## config.mk

```make
export PLATFORM = sky130hd
export DESIGN_NAME = acc_alu
export DESIGN_NICKNAME = d
export VERILOG_FILES = /design/src/rtl/acc_alu_pkg.sv /design/src/rtl/acc_alu_adder.sv /design/src/rtl/acc_alu_modify.sv /design/src/rtl/acc_alu.sv
export SDC_FILE = /design/constraint.sdc
export NUM_CORES = 1
export LEC_CHECK = 0
export BUFFER_PORTS_ARGS = -buffer_cell sky130_fd_sc_hd__buf_4
export CORE_MARGIN = 4
export CORE_UTILIZATION = 40
export DETAILED_ROUTE_END_ITERATION = 6
export PLACE_DENSITY = 0.62
export SLEW_MARGIN = 15
export SYNTH_ARGS = -nofsm -noshare
export SYNTH_HDL_FRONTEND = slang
export SYNTH_SLANG_ARGS = --single-unit
```

## constraint.sdc

```tcl
create_clock -name clk -period 11.1 [get_ports clk]
set_clock_uncertainty 0.2 [all_clocks]
set_input_delay 0 -clock clk [delete_from_list [all_inputs] [get_ports clk]]
set_output_delay 0 -clock clk [all_outputs]
set_load 0.02 [all_outputs]
```

## src/rtl/acc_alu_pkg.sv

```systemverilog
package acc_alu_pkg;
  localparam int OP_W = 5;

  typedef enum logic [OP_W-1:0] {
    OP_NOP  = 5'd0,
    OP_LDA  = 5'd1,
    OP_LDX  = 5'd2,
    OP_LDY  = 5'd3,
    OP_ADC  = 5'd4,
    OP_SBC  = 5'd5,
    OP_AND  = 5'd6,
    OP_OR   = 5'd7,
    OP_XOR  = 5'd8,
    OP_BIT  = 5'd9,
    OP_CMPA = 5'd10,
    OP_CMPX = 5'd11,
    OP_CMPY = 5'd12,
    OP_INC  = 5'd13,
    OP_DEC  = 5'd14,
    OP_SHL  = 5'd15,
    OP_SHR  = 5'd16,
    OP_ROL  = 5'd17,
    OP_ROR  = 5'd18,
    OP_DECC = 5'd19,
    OP_INCS = 5'd20,
    OP_ROLA = 5'd21,
    OP_RORA = 5'd22,
    OP_SHLO = 5'd23,
    OP_SHRX = 5'd24,
    OP_LDAX = 5'd25,
    OP_SETC = 5'd26,
    OP_CLRC = 5'd27,
    OP_SETI = 5'd28,
    OP_CLRI = 5'd29
  } op_e;

  typedef struct packed {
    logic n;
    logic v;
    logic i;
    logic z;
    logic c;
  } flags_t;
endpackage

```

## src/rtl/acc_alu_adder.sv

```systemverilog
module acc_alu_adder #(
  parameter int W = 8
) (
  input  logic [W-1:0] a,
  input  logic [W-1:0] b,
  input  logic         cin,
  output logic [W-1:0] sum,
  output logic         cout
);
  logic [W:0] full;

  assign full = {1'b0, a} + {1'b0, b} + {{W{1'b0}}, cin};
  assign sum  = full[W-1:0];
  assign cout = full[W];
endmodule

```

## src/rtl/acc_alu_modify.sv

```systemverilog
module acc_alu_modify
  import acc_alu_pkg::*;
#(
  parameter int W = 8
) (
  input  op_e          op,
  input  logic [W-1:0] din,
  input  logic         cin,
  output logic [W-1:0] dout,
  output logic         cout,
  output logic         active
);
  localparam logic [W-1:0] ONE = {{(W-1){1'b0}}, 1'b1};

  always_comb begin
    dout   = din;
    cout   = cin;
    active = 1'b1;
    unique case (op)
      OP_INC, OP_INCS: dout = din + ONE;
      OP_DEC, OP_DECC: dout = din - ONE;
      OP_SHL, OP_SHLO: begin
        dout = {din[W-2:0], 1'b0};
        cout = din[W-1];
      end
      OP_SHR, OP_SHRX: begin
        dout = {1'b0, din[W-1:1]};
        cout = din[0];
      end
      OP_ROL, OP_ROLA: begin
        dout = {din[W-2:0], cin};
        cout = din[W-1];
      end
      OP_ROR, OP_RORA: begin
        dout = {cin, din[W-1:1]};
        cout = din[0];
      end
      default: active = 1'b0;
    endcase
  end
endmodule

```

## src/rtl/acc_alu.sv

```systemverilog
module acc_alu
  import acc_alu_pkg::*;
#(
  parameter int W = 8
) (
  input  logic            clk,
  input  logic            rst,
  input  logic            en,
  input  logic [OP_W-1:0] op,
  input  logic [W-1:0]    operand,
  output logic [W-1:0]    acc,
  output logic [W-1:0]    xr,
  output logic [W-1:0]    yr,
  output logic [W-1:0]    mem_out,
  output logic            mem_wr,
  output logic            flag_n,
  output logic            flag_v,
  output logic            flag_i,
  output logic            flag_z,
  output logic            flag_c
);
  localparam int MSB = W - 1;

  op_e          opc;
  logic [W-1:0] a_q, a_d, x_q, x_d, y_q, y_d, m_q, m_d;
  logic         wr_q, wr_d;
  flags_t       fl_q, fl_d;

  logic [W-1:0] mod_val;
  logic         mod_c, mod_act;
  logic [W-1:0] add_b, add_sum;
  logic         add_cin, add_c, add_ovf;
  logic [W-1:0] cmp_u, cmp_v, cmp_diff;
  logic         cmp_c;
  logic [W-1:0] lg_b, lg_res;

  assign opc = op_e'(op);

  acc_alu_modify #(.W(W)) u_modify (
    .op    (opc),
    .din   (operand),
    .cin   (fl_q.c),
    .dout  (mod_val),
    .cout  (mod_c),
    .active(mod_act)
  );

  always_comb begin
    unique case (opc)
      OP_SBC:  add_b = ~operand;
      OP_INCS: add_b = ~mod_val;
      OP_RORA: add_b = mod_val;
      default: add_b = operand;
    endcase
    add_cin = (opc == OP_RORA) ? mod_c : fl_q.c;
  end

  acc_alu_adder #(.W(W)) u_arith (
    .a   (a_q),
    .b   (add_b),
    .cin (add_cin),
    .sum (add_sum),
    .cout(add_c)
  );

  assign add_ovf = (a_q[MSB] == add_b[MSB]) && (add_sum[MSB] != a_q[MSB]);

  always_comb begin
    unique case (opc)
      OP_CMPX: cmp_u = x_q;
      OP_CMPY: cmp_u = y_q;
      default: cmp_u = a_q;
    endcase
    cmp_v = (opc == OP_DECC) ? mod_val : operand;
  end

  acc_alu_adder #(.W(W)) u_compare (
    .a   (cmp_u),
    .b   (~cmp_v),
    .cin (1'b1),
    .sum (cmp_diff),
    .cout(cmp_c)
  );

  always_comb begin
    lg_b = mod_act ? mod_val : operand;
    unique case (opc)
      OP_AND, OP_ROLA: lg_res = a_q & lg_b;
      OP_OR,  OP_SHLO: lg_res = a_q | lg_b;
      default:         lg_res = a_q ^ lg_b;
    endcase
  end

  always_comb begin
    a_d  = a_q;
    x_d  = x_q;
    y_d  = y_q;
    m_d  = m_q;
    fl_d = fl_q;
    wr_d = 1'b0;
    if (mod_act) begin
      m_d    = mod_val;
      wr_d   = 1'b1;
      fl_d.c = mod_c;
      fl_d.z = (mod_val == '0);
      fl_d.n = mod_val[MSB];
    end
    unique case (opc)
      OP_LDA, OP_LDX, OP_LDY, OP_LDAX: begin
        if (opc == OP_LDA || opc == OP_LDAX) a_d = operand;
        if (opc == OP_LDX || opc == OP_LDAX) x_d = operand;
        if (opc == OP_LDY) y_d = operand;
        fl_d.z = (operand == '0);
        fl_d.n = operand[MSB];
      end
      OP_ADC, OP_SBC, OP_INCS, OP_RORA: begin
        a_d    = add_sum;
        fl_d.c = add_c;
        fl_d.v = add_ovf;
        fl_d.z = (add_sum == '0);
        fl_d.n = add_sum[MSB];
      end
      OP_AND, OP_OR, OP_XOR, OP_ROLA, OP_SHLO, OP_SHRX: begin
        a_d    = lg_res;
        fl_d.z = (lg_res == '0);
        fl_d.n = lg_res[MSB];
      end
      OP_BIT: begin
        fl_d.z = ((a_q & operand) == '0);
        fl_d.v = operand[MSB-1];
        fl_d.n = operand[MSB];
      end
      OP_CMPA, OP_CMPX, OP_CMPY, OP_DECC: begin
        fl_d.c = cmp_c;
        fl_d.z = (cmp_u == cmp_v);
        fl_d.n = cmp_diff[MSB];
      end
      OP_SETC: fl_d.c = 1'b1;
      OP_CLRC: fl_d.c = 1'b0;
      OP_SETI: fl_d.i = 1'b1;
      OP_CLRI: fl_d.i = 1'b0;
      default: ;
    endcase
  end

  always_ff @(posedge clk) begin
    if (rst) begin
      a_q  <= '0;
      x_q  <= '0;
      y_q  <= '0;
      m_q  <= '0;
      wr_q <= 1'b0;
      fl_q <= '0;
    end else if (en) begin
      a_q  <= a_d;
      x_q  <= x_d;
      y_q  <= y_d;
      m_q  <= m_d;
      wr_q <= wr_d;
      fl_q <= fl_d;
    end else begin
      wr_q <= 1'b0;
    end
  end

  assign acc     = a_q;
  assign xr      = x_q;
  assign yr      = y_q;
  assign mem_out = m_q;
  assign mem_wr  = wr_q;
  assign flag_n  = fl_q.n;
  assign flag_v  = fl_q.v;
  assign flag_i  = fl_q.i;
  assign flag_z  = fl_q.z;
  assign flag_c  = fl_q.c;
endmodule

```

After elaboration in Yosys (flattened, before gate mapping). Cells that the tools add are included.

Bits in registers: 38. Latch bits: 0. Bits in writable memories: 0. Bits in read-only memories: 0. Input bits: 16. Output and inout bits: 38. Word-level logic and storage cells: 116. Memories kept: 0.

$add $sub $neg: 6. $mul: 0. Div/mod/pow operators: 0. Order comparisons: 0. Equality and inequality tests: 33. Shift operators: 0. Muxes and demuxes: 19. Bitwise logic cells: 8. Reduce and logical (&&, ||, !) cells: 40.

Operators with widths (number): 5-bit == test, second input constant (14); 8-bit case mux with 3 select lines (2); 8-bit case mux with 6 select lines (1); 5-bit by 4-bit == test with 1-bit output, second input constant (8); 8-bit zero test (5); 8-bit case mux with 2 select lines (2); 8-bit 2-to-1 mux (3); 8-bit inverter (3); 5-bit by 3-bit == test with 1-bit output, second input constant (4); 4-bit OR reduction (5); 8-bit by 8-bit adder with 9-bit output (2); 2-bit OR reduction (9); 8-bit bitwise AND (2); 2-bit AND reduction (6); 12-bit OR reduction (1); 5-bit by 2-bit == test with 1-bit output, second input constant (2); 5-bit nonzero test (2); 9-bit by 1-bit adder with 9-bit output (1); 9-bit by 1-bit adder with 9-bit output, second input constant (1); 3-bit AND reduction (3); 8-bit by 1-bit adder with 8-bit output, second input constant (1); 8-bit == test (1); 8-bit OR (1); 1-bit case mux with 4 select lines (2); 18 further kinds (25).

Depth between registers and ports, before layout. Gate-level depths: netlist of the first run.

Depth in word-level cells: 10. Mapped depth: 20. Depth with buffers taken out: 19.

Hierarchy. From an unflattened synthesis of the first run, not the netlist that was laid out.

Cells, all modules: 576. Area total of the unflattened synthesis: 4513.1 um^2.

Modules (own cells, without submodules): acc_alu (instances 1, cells an instance 414, area each 3200.6 um^2, sequential area each 760.7 um^2); acc_alu_modify (instances 1, cells an instance 86, area each 686.9 um^2, sequential area each 0.0 um^2); acc_alu_adder (instances 2, cells an instance 38, area each 312.8 um^2, sequential area each 0.0 um^2).

Worst setup path after synthesis of the first run. No wires, ideal clock.

Path type: input -> register. Start point: input op[2]. End point: register fl_q, in the netlist flag_n. Library setup time: 0.132 ns. Data arrival time: 3.897 ns. Data required time: 10.768 ns. Path slack: 6.871 ns. Stages: 20. Path buffers: 1. Cell sequence: buf_2 -> and4bb_2 -> o21ai_2 -> inv_1 -> ha_1 -> a211o_1 -> and2_1 -> a211o_1 -> a31oi_4 -> a22oi_1 -> o22ai_1 -> a21oi_1 -> ha_1 -> nand2_1 -> o221ai_1 -> o41a_1 -> xor2_1 -> a2bb2oi_1 -> nor3b_1 -> o41ai_2.

Longest elaborated chain between the ends: 8. Elaborated cells on any way between the ends: 62. Those cells by class: 4 x add/sub; 25 x eq/ne; 11 x mux; 5 x bitwise; 17 x reduce/logical.

RTL lines: start: declaration (RTL line acc_alu.sv:9) `input logic [OP_W-1:0] op,`; 5-bit == test, or another cell as far along; 2-bit OR reduction (on tied branches); 8-bit case mux with 6 select lines (RTL line acc_alu_modify.sv:19) `unique case (op)`; 8-bit inverter / 8-bit 2-to-1 mux (equally long branches) (RTL line acc_alu.sv:51, acc_alu.sv:74); 8-bit case mux with 3 select lines / 8-bit inverter (equally long branches) (RTL line acc_alu.sv:49, acc_alu.sv:79); 8-bit by 8-bit adder with 9-bit output (RTL line acc_alu_adder.sv:12) `assign full = {1'b0, a} + {1'b0, b} + {{W{1'b0}}, cin};`; 9-bit by 1-bit adder with 9-bit output (RTL line acc_alu_adder.sv:12); 1-bit case mux with 4 select lines (RTL line acc_alu.sv:108) `unique case (opc)`; end signal: assignment (RTL line acc_alu.sv:160) `fl_q <= fl_d;`; end: declaration (RTL line acc_alu.sv:27) `flags_t fl_q, fl_d;`.

Several ways; a longest one is shown, not always the timed one. The select of a mux whose other input is x is not followed. A chain may end at the register's enable or synchronous reset.

Worst setup path in the final report of the first run.
Start point: input op[0]. End point: register fl_q, in the netlist flag_v.

Longest elaborated chain between the ends: 10. Elaborated cells on any way between the ends: 37. Those cells by class: 2 x add/sub; 17 x eq/ne; 5 x mux; 1 x bitwise; 12 x reduce/logical.

RTL lines: 5-bit == test, or another cell as far along; 2-bit OR reduction (on tied branches); 8-bit case mux with 6 select lines (RTL line acc_alu_modify.sv:19); 8-bit inverter (RTL line acc_alu.sv:51) `OP_INCS: add_b = ~mod_val;`; 8-bit case mux with 3 select lines (RTL line acc_alu.sv:49) `unique case (opc)`; 8-bit by 8-bit adder with 9-bit output (RTL line acc_alu_adder.sv:12); 9-bit by 1-bit adder with 9-bit output (RTL line acc_alu_adder.sv:12); 1-bit != test (RTL line acc_alu.sv:66) `assign add_ovf = (a_q[MSB] == add_b[MSB]) && (add_sum[MSB] != a_q[MSB]);`; 1-bit logical AND (RTL line acc_alu.sv:66); 1-bit case mux with 2 select lines (RTL line acc_alu.sv:108).

Several ways; a longest one is shown, not always the timed one.

==> run metrics, run 1 <==
clk root buf clkbuf_8; Slew Limit Fails 0; Clock Sinks 38; max_cap viols 0; pwr dens 99.8 mW/mm²; CTS clk-pin slew, worst paths 100 ps; gr usage total 24.2%; #FFs+latches synth 38; syn nets between 600 and 700; Critical Path Start Type input pin; Relative slew margins 34.9%; CTS tree yes; setup TNS 0 ps; critical path arrival 5080 ps; RSZ-0062 raised after global routing false; # setup viols final 0; die width about 110 µm; core area 0.0104 mm²; first-pass detailed-route iteration total 5; DP Wirelength 11.3 mm; Peak VDD IR 71.5 µV; Slew @ Worst Pin 973 ps; DRC 0; gp weighted congestion 0.968; CP Data Required Time 11170 ps; first-pass GRT wire length 24.6 mm; Tmin final approximately 5000 ps; Crit Path Class in2reg; Rows 37; Worst Min Path Start operand[1]; Pleak 2.10 nW; RR Startpoint flag_c; Pwr Total roughly 0.49 mW; predominant post-synthesis flop cell dfxtp_1; EDFF count, synth 0; Routed WL 15.5 mm; DR iter-0 viols 421; Routed Antenna Nets 0; Die ar. 0.0125 mm²; share of post-route cells with drive strength above 1 15.4%; worst skew pair latency around 320 ps; Placed Cells incl. Taps 720; Synth Instances 567; DR vias/cell 6.26; Core Util, Final 47.6%; vias in the first global route roughly 4500; initial antenna violation count 0; I/O pin count 54; Avg Cell Area, Syn 7.62 µm²; maximum number of pins on one net before global-route repair 39; nets 657; Synth area leader dfxtp_1; top cells by area, synth dfxtp_1, ha_1, nor2_1; Die Y about 110 µm; count of different cell masters after synthesis 82; Post-Syn Area roughly 0.0043 mm²; final worst path period share 45.1%; Max FO, Critical Path 38; HP Class in2reg; Async S/R FF share, synth 0%; port bufs 53; CTS H-Tree Depth 2; Max Freq about 200 MHz; detailed-route via count 4617; fill cell count 1050; Setup crit start op[0]; status finished, final reports clean; CTS max path bufs 2; Place WS around 6000 ps; Final Hold Fails 0; YS warnings 0; Avg WL per Cell between 20 and 25 µm; top cell type's share of synthesized area 17.6%; ANT cells 0; final setup margin 6090 ps; commonest cells after routing, fill and taps aside nor2_1, buf_4, nand2_1; Area Growth Syn to Fin 14.8%; Overflow after GRT 0; most common cell after layout, fill and taps aside nor2_1; CP endpoint kind flip-flop; Initial Utilization just over 40%; post-route insts no fill 738; sequential share of the synthesized area around 18%; total CTS buffers 5
layout make-up:
class | count | area (µm²) | area share (%)
repair buffers | 65 | 513 | 10.4
well taps | 136 | 170 | 3.43
clock buffers | 5 | 68.8 | 1.39
clock inverters | 3 | 68.8 | 1.39
inverters | 32 | 120 | 2.42
multi-input cells | 459 | 3250 | 65.7
flip-flops and latches | 38 | 761 | 15.3
where the power goes:
group	total [mW]	leakage [nW]	switching (mW)	internal, mW
combinational	0.190	1.72	0.117	0.0725
sequential	0.151	0.309	0.00851	0.142
clock	0.154	0.0683	0.0637	0.0902
total	0.495	2.10	0.190	0.305
metrics by stage:
step	hold WS (ps)	area [µm²]
floorplan	-104	4320
global placement	44.8	4720
detailed placement	49.2	4720
CTS	9.02	4960
global route	40.9	4960
finish	28.8	4960
sequential cells by signal, indices dropped and copies added, names as in the netlist:
signal	count
flag_n	1
yr	8
flag_c	1
xr	8
mem_wr	1
acc	8
flag_z	1
flag_i	1
mem_out	8
flag_v	1
worst max-delay path: stages:
cell	delay [ps]
buf_4	310
and4bb_2	280
o21ai_2	280
inv_1	200
ha_1	330
a211o_1	310
and2_1	180
o311ai_0	420
a221o_1	410
a22oi_1	140
o22ai_1	170
a21oi_1	90
ha_1	350
nor3_1	200
nor2_1	60
o41a_1	140
xnor2_1	140
o21ai_0	170
o21ai_0	110
a211oi_1	230
dlygate4sd3_1	560
cells in the mapped netlist (all sizes together), types with 5 or more instances:
cell and count:
nor2 71, nand2 46, a21oi 39, dfxtp 38
ha 37, inv 32, clkbuf 20, a22oi 18
buf 18, o22ai 17, o21ai 16, mux2i 14
a211oi 13, nor3 11, nand2b 9, nand3 9
and2 8, xnor2 8, a311oi 7, nor4 7
a21o 6, a221o 6, a221oi 6, nand4 5
nor2b 5, o21a 5, o31a 5, or2 5
worst paths after layout:
path,endpoint,slack (ps),cells past startpoint
setup reg to reg,flag_v,6710,15
setup / recovery,flag_v,6090,21
hold / removal,mem_out[2],30,4
hold reg to reg,mem_out[4],280,2
cells by family (layout without fill, tap and decap cells):
group / after synthesis / in the layout / synth area share (%)
adder cells (fa/ha/maj): 40 / 40 / 12.1
buffers and inverters: 70 / 105 / 7.01
XOR/XNOR: 12 / 12 / 2.43
AO/OA/AOI/OAI: 191 / 191 / 33.9
multiplexers: 14 / 14 / 3.25
flip-flops: 38 / 38 / 17.6
AND/OR/NAND/NOR: 202 / 202 / 23.7
per-layer routing:
metal	wire, µm	track usage (%)	vias up
li1	-	-	2202
met3	1170	4.08	28
met5	0	0	-
met1	6910	32.9	2183
met2	7090	39.4	204
met4	338	6.65	0
what timing repair did:
| item | CTS | global route |
|---|---|---|
| setup buffers | 0 | 0 |
| endpoints found under the hold margin | 31 | 0 |
| hold buffers | 10 | 0 |
| endpoints found under the setup margin | 0 | 0 |
| resized for setup | 0 | 0 |
Note: power is estimated with default switching activity, not from simulation.
==> run 2, diff against run 1 <==
- clock period: 11.1 -> 5.01 ns (I/O delays scaled with it)
==> run metrics, run 2 (synthesis results as in run 1) <==
status finished, final reports clean; ANT cells 0 (unchanged); worst skew pair latency 310 ps (about the same); switching power 0.418 mW (+120%); maximum number of pins on one net before global-route repair 38 (-2.6%); final worst path period share 94.4%; clk root buf clkbuf_8; Pleak 2.17 nW (+3.0%); Sequential Power Share 30.3% (-0.2 points); Final Hold Fails 0 (unchanged); initial antenna violation count 0 (unchanged); Place WS 245 ps (-5930 ps); CP endpoint kind flip-flop; Die ar. 0.0125 mm² (unchanged); DR vias/cell 6.37 (+1.8%); CTS clk-pin slew, worst paths 100 ps (about the same); Routed WL 15.8 mm (+1.9%); Pwr Total 1.10 mW (+120%); max_cap viols 0 (unchanged); DP Wirelength 11.7 mm (+3.5%); total CTS buffers 5 (unchanged); nets 669 (+1.8%); switching part of the total power 37.9% (-0.40 points); commonest cells after routing, fill and taps aside nor2_1, buf_4, nand2_1; core area 0.0104 mm² (unchanged); Tmin final 4730 ps; CTS max path bufs 2 (unchanged); gr usage total 24.8% (+0.60 points); Crit Path Class in2reg; first-pass GRT wire length 25.2 mm (+2.8%); I/O pin count 54 (unchanged); Die Y 112 µm (unchanged); Clock Sinks 38 (unchanged); CTS H-Tree Depth 2 (unchanged); Relative slew margins 36.6% (+1.8 points); critical path arrival 4790 ps (-290 ps); DRC 0 (unchanged); vias in the first global route 4638 (+2.8%); CTS tree yes; die width 112 µm (unchanged); share of post-route cells with drive strength above 1 16.9% (+1.5 points); port bufs 53 (unchanged); Avg WL per Cell 21.1 µm (+0.27%); most common cell after layout, fill and taps aside nor2_1; first-pass detailed-route iteration total 5 (unchanged); Critical Path Start Type input pin; Overflow after GRT 0 (unchanged); Max Freq 211 MHz; internal power 0.684 mW (+120%); final setup margin 279 ps (-5820 ps); Initial Utilization 41.5% (unchanged); combinational power share 39.0% (+0.6 points); hold slack 29.0 ps (+0.209 ps); Slew Limit Fails 0 (unchanged); detailed-route via count 4778 (+3.5%); Peak VDD IR 167 µV (+130%); Routed Antenna Nets 0 (unchanged); Clock power frac 30.7% (-0.4 points); Rows 37 (unchanged); # setup viols final 0 (unchanged); DR iter-0 viols 429 (+1.9%); HP Class in2reg; Max FO, Critical Path 22 (-42%); Slew @ Worst Pin 947 ps (-26.3 ps); pwr dens 217 mW/mm² (+120%); gp weighted congestion 0.990 (+2.3%); CP Data Required Time 5070 ps (-6100 ps); Area Growth Syn to Fin 17.5%
[run 2: stage by stage]
step / area (µm²) / TNS [ps] / cells / util, %
6_report: 5070 / 0 / 750 / 48.7
5_1_grt: 5070 / -6.68 / 750 / 48.7
4_1_cts: 5050 / 0 / 750 / 48.5
3_5_place_dp: 4790 / 0 / 730 / 46.0
3_3_place_gp: 4790 / 0 / 730 / 46.0
2_1_floorplan: 4320 / 0 / 567 / -
[run 2: worst max-delay path: stages]
cell           delay (ps)
buf_4                 200
and4bb_2              290
o21ai_4               220
inv_2                 120
ha_1                  350
nor3b_1               160
a311oi_1              310
o311ai_0              210
a221o_1               500
a22oi_1               230
o22ai_1               100
a21oi_1               160
ha_1                  300
nor3_1                220
nor2_1                 60
o41a_1                150
xnor2_1               140
o21ai_0               180
o21ai_0               120
a211oi_1              230
dlygate4sd3_1         560
[run 2: cell type report]
| cell class | instances | area, µm² |
|---|---|---|
| clock inverters | 3 | 68.8 |
| inverters | 32 | 120 |
| clock buffers | 5 | 68.8 |
| well taps | 136 | 170 |
| multi-input cells | 459 | 3270 |
| repair buffers | 77 | 612 |
| fillers | 1046 | 5340 |
| flip-flops and latches | 38 | 761 |
[run 2: repair_timing]
item / in CTS / in global routing
resized for setup: 0 / 4
hold buffers: 12 / 0
buffers inserted: 0 / 0
endpoints found under the setup margin: 0 / 2
hold endpoints to repair: 34 / 0
[run 2: per-layer routing]
metal	share of wire, %	routed length [µm]	vias up	GRT usage [%]
met3	9.7	1530	38	5.71
met5	0	0	-	0
met1	42	6600	2258	32.6
met2	45	7180	249	39.7
li1	-	-	2233	-
met4	3.1	497	0	8.76
[run 2: power by group through the flow]
stage / logic, mW / registers (mW) / clock network, mW
6_report: 0.430 / 0.334 / 0.338
5_1_grt: 0.469 / 0.336 / 0.354
3_5_place_dp: 0.411 / 0.341 / 0
3_3_place_gp: 0.404 / 0.340 / 0
2_1_floorplan: 0.276 / 0.350 / 0
4_1_cts: 0.419 / 0.334 / 0.340
[run 2: final timing paths]
| check | startpoint | endpoint | slack, ps | depth (start not counted) |
|---|---|---|---|---|
| worst max-delay path | op[4] | flag_v | 280 | 21 |
| worst min-delay path | operand[1] | mem_out[2] | 30 | 4 |
| worst max register to register | flag_c | flag_v | 630 | 15 |
| worst min register to register | mem_out[4] | mem_out[4] | 280 | 2 |
